`config.mk`:
```
export PLATFORM = sky130hd
export DESIGN_NAME = irq_vec_seq
export DESIGN_NICKNAME = d
export VERILOG_FILES = /design/src/rtl/ivs_pkg.sv /design/src/rtl/ivs_ctrl.sv /design/src/rtl/ivs_regs.sv /design/src/rtl/ivs_datapath.sv /design/src/rtl/irq_vec_seq.sv
export SDC_FILE = /design/constraint.sdc
export NUM_CORES = 1
export LEC_CHECK = 0
export BUFFER_PORTS_ARGS = -buffer_cell sky130_fd_sc_hd__buf_2
export CAP_MARGIN = 30
export CORE_UTILIZATION = 53
export DETAILED_ROUTE_END_ITERATION = 6
export GPL_ROUTABILITY_DRIVEN = 0
export PLACE_DENSITY = 0.8
export REMOVE_ABC_BUFFERS = 1
export SLEW_MARGIN = 20
export SYNTH_ARGS = -nofsm -noshare
export SYNTH_HDL_FRONTEND = slang
export SYNTH_SLANG_ARGS = --single-unit
```
`constraint.sdc`:
```
create_clock -name clk -period 3.2 [get_ports clk]
set_clock_uncertainty 0.15 [all_clocks]
set_input_delay 0.32 -clock clk [delete_from_list [all_inputs] [get_ports clk]]
set_output_delay 0.32 -clock clk [all_outputs]
set_load 0.02 [all_outputs]
```
`src/rtl/ivs_pkg.sv`:
```
package ivs_pkg;
  typedef enum logic [1:0] {
    PH_IDLE  = 2'd0,
    PH_ACK   = 2'd1,
    PH_PUSH  = 2'd2,
    PH_FETCH = 2'd3
  } ivs_phase_e;
endpackage

```
`src/rtl/ivs_ctrl.sv`:
```
module ivs_ctrl
  import ivs_pkg::*;
#(
  parameter int ACK_CYC  = 7,
  parameter int SLOT_CYC = 3
) (
  input  logic       clk,
  input  logic       rst,
  input  logic       start,
  output ivs_phase_e phase,
  output logic       slot,
  output logic       vec_take,
  output logic       wr_stb,
  output logic       rd_take,
  output logic       fin
);
  localparam int CMAX = (ACK_CYC > SLOT_CYC) ? ACK_CYC : SLOT_CYC;
  localparam int CW   = $clog2(CMAX + 1);

  ivs_phase_e    phase_q;
  logic [CW-1:0] cnt_q;
  logic          slot_q;
  logic          ack_end, slot_end;

  assign ack_end  = (cnt_q == CW'(ACK_CYC - 1));
  assign slot_end = (cnt_q == CW'(SLOT_CYC - 1));

  always_ff @(posedge clk) begin
    if (rst) begin
      phase_q <= PH_IDLE;
      cnt_q   <= '0;
      slot_q  <= 1'b0;
    end else begin
      unique case (phase_q)
        PH_IDLE: begin
          if (start) begin
            phase_q <= PH_ACK;
            cnt_q   <= '0;
          end
        end
        PH_ACK: begin
          if (ack_end) begin
            phase_q <= PH_PUSH;
            cnt_q   <= '0;
            slot_q  <= 1'b0;
          end else begin
            cnt_q <= cnt_q + 1'b1;
          end
        end
        PH_PUSH, PH_FETCH: begin
          if (slot_end) begin
            cnt_q  <= '0;
            slot_q <= ~slot_q;
            if (slot_q) phase_q <= (phase_q == PH_PUSH) ? PH_FETCH : PH_IDLE;
          end else begin
            cnt_q <= cnt_q + 1'b1;
          end
        end
        default: phase_q <= PH_IDLE;
      endcase
    end
  end

  assign phase    = phase_q;
  assign slot     = slot_q;
  assign vec_take = (phase_q == PH_ACK) && ack_end;
  assign wr_stb   = (phase_q == PH_PUSH) && slot_end;
  assign rd_take  = (phase_q == PH_FETCH) && slot_end;
  assign fin      = rd_take && slot_q;
endmodule

```
`src/rtl/ivs_regs.sv`:
```
module ivs_regs #(
  parameter int DW = 8
) (
  input  logic          clk,
  input  logic          rst,
  input  logic          start,
  input  logic          ie_set,
  input  logic          page_ld,
  input  logic [DW-1:0] page_din,
  output logic [DW-1:0] page_q,
  output logic          ie_q
);
  always_ff @(posedge clk) begin
    if (rst) begin
      page_q <= '0;
      ie_q   <= 1'b0;
    end else begin
      if (page_ld) page_q <= page_din;
      if (start)       ie_q <= 1'b0;
      else if (ie_set) ie_q <= 1'b1;
    end
  end
endmodule

```
`src/rtl/ivs_datapath.sv`:
```
module ivs_datapath
  import ivs_pkg::*;
#(
  parameter int DW = 8,
  parameter int AW = 16
) (
  input  logic          clk,
  input  logic          rst,
  input  logic          start,
  input  ivs_phase_e    phase,
  input  logic          slot,
  input  logic          vec_take,
  input  logic          rd_take,
  input  logic          fin,
  input  logic [DW-1:0] page,
  input  logic [AW-1:0] pc_in,
  input  logic [AW-1:0] sp_in,
  input  logic [DW-1:0] rdata,
  output logic [AW-1:0] addr,
  output logic [DW-1:0] wdata,
  output logic          done,
  output logic [AW-1:0] pc_out,
  output logic [AW-1:0] sp_out
);
  localparam logic [DW-1:0] EVEN_MASK = {{(DW-1){1'b1}}, 1'b0};

  logic [AW-1:0] pc_sv, sp_sv, ptr_q;
  logic [DW-1:0] lo_q;

  always_ff @(posedge clk) begin
    if (rst) begin
      pc_sv  <= '0;
      sp_sv  <= '0;
      ptr_q  <= '0;
      lo_q   <= '0;
      done   <= 1'b0;
      pc_out <= '0;
      sp_out <= '0;
    end else begin
      done <= fin;
      if (start) begin
        pc_sv <= pc_in;
        sp_sv <= sp_in;
      end
      if (vec_take) ptr_q <= {page, rdata & EVEN_MASK};
      if (rd_take && !slot) lo_q <= rdata;
      if (fin) begin
        pc_out <= {rdata, lo_q};
        sp_out <= sp_sv - AW'(2);
      end
    end
  end

  always_comb begin
    addr = '0;
    unique case (phase)
      PH_PUSH:  addr = sp_sv - (slot ? AW'(2) : AW'(1));
      PH_FETCH: addr = ptr_q | AW'(slot);
      default:  addr = '0;
    endcase
  end

  assign wdata = slot ? pc_sv[DW-1:0] : pc_sv[AW-1:DW];
endmodule

```
`src/rtl/irq_vec_seq.sv`:
```
module irq_vec_seq
  import ivs_pkg::*;
#(
  parameter int DW       = 8,
  parameter int AW       = 2 * DW,
  parameter int ACK_CYC  = 7,
  parameter int SLOT_CYC = 3
) (
  input  logic          clk,
  input  logic          rst,
  input  logic          irq_req,
  input  logic          ie_set,
  input  logic          page_ld,
  input  logic [DW-1:0] page_din,
  input  logic [AW-1:0] pc_in,
  input  logic [AW-1:0] sp_in,
  input  logic [DW-1:0] bus_rdata,
  output logic [AW-1:0] bus_addr,
  output logic [DW-1:0] bus_wdata,
  output logic          bus_we,
  output logic          bus_re,
  output logic          irq_ack,
  output logic          busy,
  output logic          ie_flag,
  output logic [DW-1:0] page_q,
  output logic          done,
  output logic [AW-1:0] pc_out,
  output logic [AW-1:0] sp_out
);
  ivs_phase_e phase;
  logic       slot, vec_take, wr_stb, rd_take, fin, start;

  assign start = irq_req && ie_flag && (phase == PH_IDLE);

  ivs_ctrl #(.ACK_CYC(ACK_CYC), .SLOT_CYC(SLOT_CYC)) u_ctrl (
    .clk(clk), .rst(rst), .start(start), .phase(phase), .slot(slot),
    .vec_take(vec_take), .wr_stb(wr_stb), .rd_take(rd_take), .fin(fin)
  );

  ivs_regs #(.DW(DW)) u_regs (
    .clk(clk), .rst(rst), .start(start), .ie_set(ie_set),
    .page_ld(page_ld), .page_din(page_din), .page_q(page_q), .ie_q(ie_flag)
  );

  ivs_datapath #(.DW(DW), .AW(AW)) u_dp (
    .clk(clk), .rst(rst), .start(start), .phase(phase), .slot(slot),
    .vec_take(vec_take), .rd_take(rd_take), .fin(fin), .page(page_q),
    .pc_in(pc_in), .sp_in(sp_in), .rdata(bus_rdata), .addr(bus_addr),
    .wdata(bus_wdata), .done(done), .pc_out(pc_out), .sp_out(sp_out)
  );

  assign bus_we  = wr_stb;
  assign bus_re  = (phase == PH_FETCH);
  assign irq_ack = (phase == PH_ACK);
  assign busy    = (phase != PH_IDLE);
endmodule

```
==> results by group, run 1 <==
Route
  – Detailed-route vias per instance: 5.37
  – Post-DRT Antenna Nets: 0
  – DRC: 0
  – WL/cell: 14.0 um
  – Vias: 4,192
  – TritonRoute pass-1 iters: 4
  – DRT Wirelength: 10,900 um
  – Initial DRC count: 168

Clock tree
  – Hold_buf cts: 0
  – Setup Fix Bufs, Post-CTS: 0
  – H-tree depth: 3
  – CTS buffer count: 9
  – TritonCTS clock tree: yes
  – Reg clk slew, reported paths: 0.09 ns
  – Post-CTS Resized: 0
  – Clock buffer depth: 2
  – Sink Count: 103
  – Clk_lat worst skew: 0.36 ns
  – Clock Root Buffer: clkbuf_8

Global routing
  – Pin count of the biggest net entering global routing: 71
  – Initial antenna violation count: 0
  – Global-route wire length before repair: 17,100 um
  – Gr ovfl total: 0
  – Vias in the first global route: 3,694
  – GR Util All Layers: 24.1%

Synthesis
  – Synth top area share: 44.3%
  – Synth Flop Type: dfxtp_1
  – Synth area leaders: dfxtp_1 (44%), nand2_1 (12%), a21oi_1 (7.4%), mux2i_1 (3.7%), nor2_1 (3.6%)
  – Cells after Synth: 579
  – XOR/XNOR Fraction of Synth Area: 4.52%
  – Simple-gate area share of the yosys netlist: 24.2%
  – Synth Cell Area: 4650 um^2
  – Adder-cell share of the synthesized area: 2.85%
  – Post-synth EDFFs: 0
  – Register bit count reported by yosys: 103
  – Register area share after synthesis: 44.3%
  – Synth warn: 0
  – Async SR Flop Fraction: 0%
  – Mux share of post-synthesis cell area: 5.59%
  – Syn avg cell area: 8.03 um^2
  – Yosys top cell by area: dfxtp_1
  – Synth Area in Compound Gates: 13.3%
  – Main combinational cell family by area after synthesis: simple AND/OR/NAND/NOR gates
  – Cell variety after synth: 46

Run
  – Maximum capacitance violations: 0

Floorplanning
  – IO Count: 123
  – Rows: 33
  – Die Wd: 95.7 um
  – Die Ht: 95.7 um
  – Starting Density: 55.8%
  – Core box area: 8340 um^2
  – Total Die Area: 9160 um^2

Timing
  – Min Clock Period, post-route: 2.90 ns
  – Final setup fails: 0
  – Crit share post-route: 90.8%
  – Peak Freq: 344 MHz
  – Slew margin rel.: 45.3%
  – Fin. Hold Viols: 0
  – Max-slew violations: 0
  – RSZ-0062 raised after global routing: no
  – Setup TNS: 0 ns
  – Slew @ Worst Pin: 0.818 ns

Layout
  – Most common cell after layout, fill and taps aside: nand2_1
  – Final nets: 733
  – Antenna cells: 0
  – P&R area growth vs syn: 17.1%
  – Most frequent cells in the layout: nand2_1 (146), buf_2 (121), dfxtp_1 (103)
  – Non-Filler Instances: 780
  – Share of post-route cells with drive strength above 1: 23.7%

Power and ir drop
  – Overall Power: 0.00299 W
  – Pwr Density: 550 nW/um^2
  – Max VDD drop: 0.389 mV
  – P_leak: 2.39 nW

Setup path
  – Worst Path Arrival: 2.43 ns
  – Crit-path slowest cell: or4_1
  – WS Path Type: reg -> out
  – Crit path cell chain: or4_1 -> nor4_2 -> a21oi_1 -> a211o_1 -> buf_2
  – Critical path fanouts, max: 8
  – CP Launch Type: flop
  – CP required: 2.73 ns
  – Worst setup EP type: output port
  – CP max stage delay: 0.60 ns

Run status
  – Status: finished clean

Min path
  – Worst min-delay path class: in -> reg

Placed design
  – Detailed Place HPWL: 7830 um
  – Port Buffers: 122
  – Placed cell count: 764
==> final timing paths <==
kind / from / end / slack [ns] / cells after the start
hold reg to reg: u_dp.pc_out[0]$_SDFFE_PP0P_ / u_dp.pc_out[0]$_SDFFE_PP0P_ / 0.31 / 2
setup reg to reg: u_ctrl.phase[1]$_SDFFE_PP0P_ / u_ctrl.cnt_q[2]$_SDFFE_PP0N_ / 0.62 / 5
setup / recovery: u_dp.sp_sv[2]$_SDFFE_PP0P_ / bus_addr[13] / 0.30 / 5
hold / removal: pc_in[14] / u_dp.pc_sv[14]$_SDFFE_PP0P_ / 0.04 / 3
==> metrics by stage <==
step	util, %	instance area [um^2]	hold slack (ns)	setup slack [ns]
after floorplan	-	4450	0.235	0.0557
after global placement	63.0	5250	0.286	0.611
after detailed placement	63.0	5250	0.294	0.527
after CTS	65.2	5440	0.0233	0.116
after global routing	65.3	5450	0.0252	0.166
final	65.3	5450	0.0359	0.295
==> worst max-delay path, delay by kind of cell (launching register included) <==
kind                   cells  cell delay [ns]
AOI/OAI and AO/OA          2             0.44
and+or+nand+nor            2             1.08
buffers and inverters      1             0.16
DFF                        1             0.40
==> kinds of logic (layout without fill, tap and decap cells) <==
| logic type | count (synthesis) | in the layout |
|---|---|---|
| and+or+nand+nor | 251 | 251 |
| AOI/OAI and AO/OA | 108 | 108 |
| DFF | 103 | 103 |
| buffers and inverters | 58 | 154 |
| muxes | 25 | 25 |
| xor gates and xnor gates | 24 | 24 |
| adders and majority gates | 10 | 10 |
==> Yosys cell counts (5+ instances only) <==
cell      count
nor4_1        6
nand2_1     146
inv_1        10
nor2_1       44
nand4_1       5
xor2_1       11
ha_1          9
dfxtp_1     103
nor3_1       10
a211oi_1     11
a21oi_1      69
nand3_1      10
o21ai_0      15
buf_2         5
clkbuf_1     36
mux2i_1      17
mux2_2        8
xnor2_1      13
==> sequential cells by signal, indices dropped and copies added, names as in the netlist <==
signal and count:
u_ctrl.cnt_q 3, u_ctrl.slot 1, u_dp.sp_out 16, u_dp.pc_sv 16, u_dp.pc_out 16, u_dp.lo_q 8, u_dp.done 1, u_dp.ptr_q 15
u_regs.ie_q 1, u_regs.page_q 8, u_dp.sp_sv 16, u_ctrl.phase 2
==> report_power, final <==
group	switching, W	internal, W	total, W
registers	0.0000664	0.00133	0.00140
clock network	0.000439	0.000363	0.000801
logic	0.000479	0.000313	0.000792
total	0.000984	0.00201	0.00299
==> final cells by class <==
| class | instances | area [um^2] |
|---|---|---|
| clock inverter | 5 | 58.8 |
| clock buffer | 11 | 131 |
| sequential | 103 | 2060 |
| timing repair buffer | 128 | 671 |
| multi-input combinational | 418 | 2360 |
| fill | 757 | 2890 |
| inverter | 10 | 37.5 |
| tap | 105 | 131 |
==> routing by layer <==
layer	vias up	track usage, %	share of wire (%)
met1	1931	31.0	45
met4	0	6.84	1.5
met2	126	40.2	47
met3	16	5.58	5.6
met5	-	0	0
li1	2119	-	-
Note: power is estimated with default switching activity, not from simulation.
==> inputs of run 2 (changes only) <==
--- a/config.mk
+++ b/config.mk
@@ -5,9 +5,12 @@
 export SDC_FILE = /design/constraint.sdc
 export NUM_CORES = 1
 export LEC_CHECK = 0
+export ABC_AREA = 1
 export BUFFER_PORTS_ARGS = -buffer_cell sky130_fd_sc_hd__buf_2
 export CAP_MARGIN = 30
-export CORE_UTILIZATION = 53
+export CELL_PAD_IN_SITES_DETAIL_PLACEMENT = 1
+export CELL_PAD_IN_SITES_GLOBAL_PLACEMENT = 1
+export CORE_UTILIZATION = 37
 export DETAILED_ROUTE_END_ITERATION = 6
 export GPL_ROUTABILITY_DRIVEN = 0
 export PLACE_DENSITY = 0.8
==> run 2 against run 1 <==
Net effect:
- synthesized cell count increased by 13%
- combinational power up 53%
- clock power is 55% higher
- via count increased by 11%
- power grew 29%
- wire length increased by 27%
- utilization decreased by 18 points
==> results by group, run 2 <==
Timing
  – Slew margin rel.: 44.1% (was 45.3%)
  – RSZ-0062 raised after global routing: no (unchanged)
  – Final WS setup: 0.403 ns (was 0.295 ns)
  – Final setup fails: 0 (unchanged)
  – Min Clock Period, post-route: 2.80 ns (was 2.90 ns)
  – Fin. Hold Viols: 0 (unchanged)
  – Setup TNS: 0 ns (unchanged)
  – Slew @ Worst Pin: 0.837 ns (was 0.818 ns)
  – Max-slew violations: 0 (unchanged)
  – Peak Freq: 358 MHz (was 344 MHz)
  – Crit share post-route: 87.4% (was 90.8%)

Clock tree
  – Setup Fix Bufs, Post-CTS: 0 (unchanged)
  – Clock buffer depth: 2 (unchanged)
  – Reg clk slew, reported paths: 0.08 ns (was 0.09 ns)
  – TritonCTS clock tree: yes (unchanged)
  – Hold_buf cts: 0 (unchanged)
  – Clk_lat worst skew: 0.34 ns (was 0.36 ns)
  – Clock Root Buffer: clkbuf_16 (was clkbuf_8)
  – Sink Count: 103 (unchanged)
  – CTS buffer count: 9 (unchanged)
  – H-tree depth: 3 (unchanged)
  – Post-CTS Resized: 0 (unchanged)

Global routing
  – GR Util All Layers: 22.1% (was 24.1%)
  – Pin count of the biggest net entering global routing: 57 (was 71)
  – Gr ovfl total: 0 (unchanged)
  – Vias in the first global route: 4,656 (was 3,694)
  – Global-route wire length before repair: 22,600 um (was 17,100 um)
  – Initial antenna violation count: 2 (was 0)

Setup path
  – Crit-path slowest cell: fa_1 (was or4_1)
  – CP max stage delay: 0.41 ns (was 0.60 ns)
  – WS Path Type: reg -> out (unchanged)
  – Critical path fanouts, max: 6 (was 8)
  – CP Launch Type: flop (unchanged)
  – Worst setup EP type: output port (unchanged)
  – Worst Path Arrival: 2.33 ns (was 2.43 ns)
  – CP required: 2.73 ns (about the same)
  – Crit path cell chain: inv_1 -> ha_1 -> fa_1 -> nand2_1 -> nor2_1 -> nand3_1 -> nand3_1 -> o21ai_0 -> buf_2 (was or4_1 -> nor4_2 -> a21oi_1 -> a211o_1 -> buf_2)
  – Crit path top cell by count: nand3_1

Floorplanning
  – Total Die Area: 12,900 um^2 (was 9160 um^2)
  – Rows: 40 (was 33)
  – IO Count: 123 (unchanged)
  – Die Wd: 114 um (was 95.7 um)
  – Core box area: 12,100 um^2 (was 8340 um^2)
  – Starting Density: 38.1% (was 55.8%)
  – Die Ht: 114 um (was 95.7 um)

Route
  – Top Layer Used: met5 (was met4)
  – Post-DRT Antenna Nets: 0 (unchanged)
  – TritonRoute pass-1 iters: 4 (unchanged)
  – DRC: 0 (unchanged)
  – Metal3 WL: 746 um (was 615 um)
  – Met1 wire length: 6420 um (was 4960 um)
  – WL/cell: 14.9 um (was 14.0 um)
  – Initial DRC count: 191 (was 168)
  – DRT Wirelength: 13,900 um (was 10,900 um)
  – Vias: 4,665 (was 4,192)
  – Metal2 WL: 6600 um (was 5200 um)
  – Detailed-route vias per instance: 4.98 (was 5.37)

Synthesis
  – Synth cell count leaders: nor2_1 (111), dfxtp_1 (103), nand2_1 (102) (was nand2_1 (146), dfxtp_1 (103), a21oi_1 (69))
  – Synth warn: 0 (unchanged)
  – Cells after Synth: 652 (was 579)
  – Synth top area share: 44.6% (was 44.3%)
  – Syn avg cell area: 7.09 um^2 (was 8.03 um^2)
  – Synth Flop Type: dfxtp_1 (unchanged)
  – Top-count cell post-synth: nor2_1 (was nand2_1)
  – Post-synth EDFFs: 0 (unchanged)
  – Yosys top cell by area: dfxtp_1 (unchanged)
  – Synth Cell Area: 4620 um^2 (was 4650 um^2)
  – Synth area leaders: dfxtp_1 (45%), o21ai_0 (11%), nor2_1 (9.0%), nand2_1 (8.3%), a21oi_1 (7.0%) (was dfxtp_1 (44%), nand2_1 (12%), a21oi_1 (7.4%), mux2i_1 (3.7%), nor2_1 (3.6%))
  – Async SR Flop Fraction: 0% (unchanged)
  – Register bit count reported by yosys: 103 (unchanged)
  – Cell variety after synth: 30 (was 46)
  – Register area share after synthesis: 44.6% (was 44.3%)

Run status
  – Status: finished clean (unchanged)

Layout
  – Filler cells: 1,598 (was 757)
  – Fin util: 47.0% (was 65.3%)
  – Most frequent cells in the layout: buf_2 (122), nor2_1 (111), dfxtp_1 (103) (was nand2_1 (146), buf_2 (121), dfxtp_1 (103))
  – Share of post-route cells with drive strength above 1: 21.1% (was 23.7%)
  – Most common cell after layout, fill and taps aside: buf_2 (was nand2_1)
  – Final nets: 825 (was 733)
  – P&R area growth vs syn: 23.1% (was 17.1%)

Power and ir drop
  – Logic pwr share: 31.4% (was 26.5%)
  – Max VDD drop: 0.314 mV (was 0.389 mV)
  – Clock share of power: 32.0% (was 26.8%)
  – NetSw: 0.00144 W (was 0.000984 W)
  – Switching fraction of total power: 37.2% (was 32.9%)
  – Internal Dissipation: 0.00243 W (was 0.00201 W)
  – Pwr Density: 681 nW/um^2 (was 550 nW/um^2)
  – Reg power frac: 36.6% (was 46.8%)
  – P_leak: 2.66 nW (was 2.39 nW)

Min path
  – Worst min-delay path class: in -> reg (unchanged)

Placed design
  – Port Buffers: 122 (unchanged)
  – Detailed Place HPWL: 10,100 um (was 7830 um)
  – Placement Setup Slack: 0.779 ns (was 0.527 ns)

Run
  – Maximum capacitance violations: 0 (unchanged)
-- run 2: cell types whose count changed after synthesis, sizes merged, moves of 12 or more --
cell / delta
a211oi: -12
clkbuf: -17
inv: +55
mux2i: -17
nand2: -44
nand3: +18
nor2: +78
o21ai: +95
-- run 2: power groups by stage --
| stage | clock [W] | combinational (W) | sequential [W] |
|---|---|---|---|
| 2_1_floorplan | 0 | 0.000790 | 0.00146 |
| 3_3_place_gp | 0 | 0.00116 | 0.00144 |
| 3_5_place_dp | 0 | 0.00121 | 0.00145 |
| 4_1_cts | 0.00126 | 0.00122 | 0.00142 |
| 5_1_grt | 0.00131 | 0.00138 | 0.00143 |
| 6_report | 0.00124 | 0.00121 | 0.00142 |
-- run 2: area by class of cell --
| class | instances | area, um^2 | share of cell area [%] |
|---|---|---|---|
| Multi-Input combinational cell | 452 | 2150 | 37.9 |
| Sequential cell | 103 | 2060 | 36.3 |
| Tap cell | 168 | 210 | 3.70 |
| Clock buffer | 9 | 225 | 3.96 |
| Antenna cell | 1 | 2.50 | 0.0440 |
| Timing Repair Buffer | 130 | 674 | 11.9 |
| Inverter | 66 | 250 | 4.40 |
| Clock inverter | 7 | 109 | 1.91 |
-- run 2: cells by family after synthesis --
group	share of synthesized area (%)
AOI/OAI and AO/OA	19.6
xor gates and xnor gates	0.759
adders and majority gates	2.87
buffers and inverters	8.86
DFF	44.6
and+or+nand+nor	23.2
-- run 2: worst max-delay path, delay by kind of cell (launching register included) --
kind	cells	cell delay, ns
buffers and inverters	2	0.30
adder cells (fa/ha/maj)	2	0.64
AO/OA/AOI/OAI	1	0.12
AND/OR/NAND/NOR	4	0.57
flip-flops	1	0.35
-- run 2: path summary, 6_finish.rpt --
kind / startpoint / endpoint / slack, ns / cells after the start
worst max-delay path: u_ctrl.slot$_SDFFE_PP0P_ / bus_addr[10] / 0.40 / 9
worst min-delay path: page_din[4] / u_regs.page_q[4]$_SDFFE_PP0P_ / 0.05 / 3
worst max register to register: u_ctrl.phase[1]$_SDFFE_PP0P_ / u_dp.sp_out[9]$_SDFFE_PP0P_ / 0.94 / 6
worst min register to register: u_dp.pc_sv[11]$_SDFFE_PP0P_ / u_dp.pc_sv[11]$_SDFFE_PP0P_ / 0.31 / 2
-- run 2: per-layer routing --
metal	global-route usage, %	up-vias
li1	-	2320
met1	28.1	2217
met2	38.0	112
met3	4.94	14
met4	5.26	2
met5	0	-
-- run 2: through the flow --
stage,hold slack (ns),instance area [um^2],cells,total power [W]
after floorplan,0.239,4460,621,0.00225
after global placement,0.282,5340,918,0.00260
after detailed placement,0.293,5340,918,0.00266
after CTS,0.0478,5670,934,0.00390
after global routing,0.0725,5680,935,0.00411
final,0.0506,5690,936,0.00387
